### src/rtl/lock_ready_seq.sv
module lock_ready_seq #(
  parameter int INIT_CYCLES  = 600,
  parameter int PWRUP_CYCLES = 400000
) (
  input  logic clk,
  input  logic rst_n,
  input  logic freq_acq,
  input  logic pwr_dn_n,
  input  logic speed_sel,
  input  logic line_idle,
  output logic ready_n,
  output logic loop_rst
);
  localparam int MAXC = (PWRUP_CYCLES > INIT_CYCLES) ? PWRUP_CYCLES : INIT_CYCLES;
  localparam int CW   = $clog2(MAXC + 1);

  logic          primed, acq_q, pd_q, spd_q, done;
  logic [CW-1:0] cnt;

  wire pd_rise    = primed & pwr_dn_n & ~pd_q;
  wire short_trig = primed & pwr_dn_n & pd_q &
                    ((freq_acq ^ acq_q) | (speed_sel ^ spd_q));

  always_ff @(posedge clk or negedge rst_n) begin
    if (!rst_n) begin
      primed   <= 1'b0;
      acq_q    <= 1'b0;
      pd_q     <= 1'b1;
      spd_q    <= 1'b0;
      done     <= 1'b0;
      cnt      <= '0;
      loop_rst <= 1'b0;
    end else begin
      primed   <= 1'b1;
      acq_q    <= freq_acq;
      pd_q     <= pwr_dn_n;
      spd_q    <= speed_sel;
      loop_rst <= pd_rise | short_trig;
      if (!pwr_dn_n) begin
        cnt  <= '0;
        done <= 1'b0;
      end else if (pd_rise) begin
        cnt <= CW'(PWRUP_CYCLES);
      end else if (short_trig) begin
        cnt <= CW'(INIT_CYCLES);
      end else if (cnt != '0) begin
        cnt <= cnt - CW'(1);
        if (cnt == CW'(1)) done <= 1'b1;
      end
    end
  end

  assign ready_n = ~(done & (cnt == '0) & pwr_dn_n & ~line_idle);
endmodule


### config.mk
export PLATFORM = sky130hd
export DESIGN_NAME = lock_ready_seq
export DESIGN_NICKNAME = d
export VERILOG_FILES = /design/src/rtl/lock_ready_seq.sv
export SDC_FILE = /design/constraint.sdc
export NUM_CORES = 1
export LEC_CHECK = 0
export BUFFER_PORTS_ARGS = -buffer_cell sky130_fd_sc_hd__buf_2
export CAP_MARGIN = 15
export CORE_ASPECT_RATIO = 1.75
export CORE_MARGIN = 1.5
export CORE_UTILIZATION = 25
export CTS_CLUSTER_SIZE = 30
export DETAILED_ROUTE_END_ITERATION = 7
export PLACE_DENSITY_LB_ADDON = 0.1
export REMOVE_ABC_BUFFERS = 1
export SKIP_LAST_GASP = 1
export SLEW_MARGIN = 20
export SYNTH_ARGS = -nofsm -noshare
export SYNTH_HDL_FRONTEND = slang
export SYNTH_SLANG_ARGS = --single-unit
### constraint.sdc
create_clock -name clk -period 3 [get_ports clk]
set_clock_uncertainty 0.05 [all_clocks]
set_input_delay 0.3 -clock clk [delete_from_list [all_inputs] [get_ports clk]]
set_output_delay 0.3 -clock clk [all_outputs]
set_load 0.03 [all_outputs]
==> impl_metrics.toml <==
[setup_path]
arrival_ps = 2470
cpLargestDelayFamily = "simple AND/OR/NAND/NOR gates"
cp_data_required_time_ps = 2650
path_buf_inv = 1
slowest_stage = "or4_4"
worstPathMaxFanout = 7
r2r_end = "cnt[4]"
crit_type = "register to primary output"
worstPathCellList = "or4_4 -> or3_1 -> nor3_1 -> nand3b_1 -> buf_2"
r2r_slack_ps = 500
cp-end-kind = "primary output"
cp-start-kind = "register"
r2r_cells = 5
r2r-start = "cnt[7]"
critPathMaxStageDelay_ps = 580

[detailed_routing]
vias = 1096
routed_wl_mm = 3.50
drt-pass1-iter-count = 3
final_antenna_net_count = 0
drc_errors = 0
first_iter_violations = 12
wl_per_cell_um = 16.8
vias_per_cell = 5.27

[die]
die_w_um = 58.5
num_rows = 35
dieArea_um2 = 5860
num_io_pins = 8
coreArea_um2 = 5210
die_h_um = 100
initial_core_util = 0.259

[cells_and_area]
final.fill_count = 556
nNetsFinal = 162
most-common-layout-cells = "dfrtp_1, nand2_1, nor2_1, o21ai_0, a21oi_1"
utilization = 0.291
stdcell_count = 208
diodes = 0
multiInputGateArea_um2 = 702
area_delta_synth_final_pct = 12.3
register_area_um2 = 627
final_common_cell = "dfrtp_1"
drive_gt1_frac = 0.144

[run_status]
status = "completed"

[timing]
hold_viol = 0
fin_setup_tns_ps = 0
rsz0062_at_grt = "false"
period_share = 0.941
setup_viol = 0
slew_headroom = 0.487
layout_setup_ws_ps = 178
report.final.slew_viol_count = 0
holdWs_ps = 107
max_freq_mhz = 354
tightest_slew_ps = 766
min_period_ps = 2820

[synth]
synthArstFlopShare = 1.00
yosys_warnings = 0
synth_top_area_frac = 0.445
synth_cell_type_count = 37
avgSynthCellArea_um2 = 9.57
synth_top_area_cell = "dfrtp_1"
ys_seq_elements = 25
syn-instance-count = 141
synth_area_leaders = "dfrtp_1, xnor2_1, a21oi_1"
seq_area_frac_synth = 0.465
synthFlopType = "dfrtp_1"
synth-edff-count = 0
netlist_area_um2 = 1350

[power_and_ir_drop]
vdd_drop_max_v = 0.000295
cellLeakagePower_nw = 0.626
power_density_nw_per_um2 = 634

[global_route]
grt_pass1_vias = 1143
grt_max_degree = 26
grt.total_usage = 0.138
antenna_found_initial = 0
grt_pass1_wl_mm = 5.93
gr-total-overflow = 0

[clocking]
cts.sinks = 25
cts_buffer_depth = 2
path_clk_slew_ps = 90
htreeDepth = 1
ctsResizeCount = 0
numCtsBuffers = 3
clock-root-buffer = "clkbuf_8"
clkLatencyLatePin_ps = 270
cts_tree = "done"

[place]
placed_cells = 203
place_ws_ps = 490
port_buffers = 7
routabilityCongestion = 0.808
hpwl_mm = 2.73

[hold_path]
worstHoldStart = "speed_sel"
min_path_cells = 1
holdCritPathClass = "primary input to register"
hold-path-endpoint = "spd_q"

[flow_run]
max_cap_violations = 0
-- Yosys cell counts (4+ instances only) --
master,number
a21oi_1,10
dfrtp_1,24
nand2_1,13
nand2b_1,5
nor2_1,10
nor4_1,4
o21ai_0,10
o31ai_1,5
or3_1,8
or4_1,6
xnor2_1,7
-- worst register-to-register path: cells and delay by family (launching register included) --
family / cells / cell delay (ps)
AND/OR/NAND/NOR: 3 / 1680
flip-flops: 1 / 410
AO/OA/AOI/OAI: 2 / 230
-- cell families after synthesis --
family,after synthesis,share of synthesized area
multiplexers,1,0.00742
other,1,0.00278
AND/OR/NAND/NOR,66,0.292
AO/OA/AOI/OAI,31,0.135
XOR/XNOR,10,0.0649
flip-flops,25,0.465
buffers and inverters,5,0.0148
adder cells (fa/ha/maj),2,0.0185
-- through the flow --
| stage | total power, mW | instance area [um2] |
|---|---|---|
| final | 0.960 | 1520 |
| after global routing | 1.03 | 1520 |
| after CTS | 0.973 | 1520 |
| after detailed placement | 0.762 | 1460 |
| after global placement | 0.763 | 1460 |
| after floorplan | 0.661 | 1340 |
-- worst max-delay path by stage --
| stage | from | to | slack (ps) | cells past startpoint |
|---|---|---|---|---|
| floorplan | cnt[7] | ready_n | 660 | 4 |
| global placement | cnt[7] | ready_n | 490 | 5 |
| detailed placement | cnt[7] | ready_n | 490 | 5 |
| CTS | cnt[7] | ready_n | 170 | 5 |
| global route | cnt[7] | ready_n | 50 | 5 |
| finish | cnt[7] | ready_n | 180 | 5 |
-- metal layers --
metal / GRT usage / wire length [um] / up-vias
li1: - / - / 538
met1: 0.149 / 1360 / 539
met2: 0.258 / 1990 / 15
met3: 0.0168 / 65 / 4
met4: 0.0608 / 89 / 0
met5: 0 / 0 / -
-- area by class of cell --
type                    count  area share
inverters                   3     0.00743
repair buffers             10      0.0396
well taps                  55      0.0454
clock inverters             1     0.00330
multi-input cells         111       0.463
clock buffers               3      0.0273
flip-flops and latches     25       0.414
-- power breakdown --
group | switching, mW | leakage [nW] | internal [mW]
Combinational | 0.191 | 0.275 | 0.142
Sequential | 0.0432 | 0.326 | 0.378
Clock | 0.112 | 0.0255 | 0.0930
Total | 0.346 | 0.626 | 0.613
-- state kept, by name, indices dropped and copies added (netlist names) --
register,flops
cnt,19
acq_q,1
done,1
loop_rst,1
pd_q,1
primed,1
spd_q,1
-- timing repair --
item                                   CTS  global route
hold buffers                             1             0
endpoints found under the hold margin   20             0
setup buffers                            0             0
Note: power is estimated with default switching activity, not from simulation.
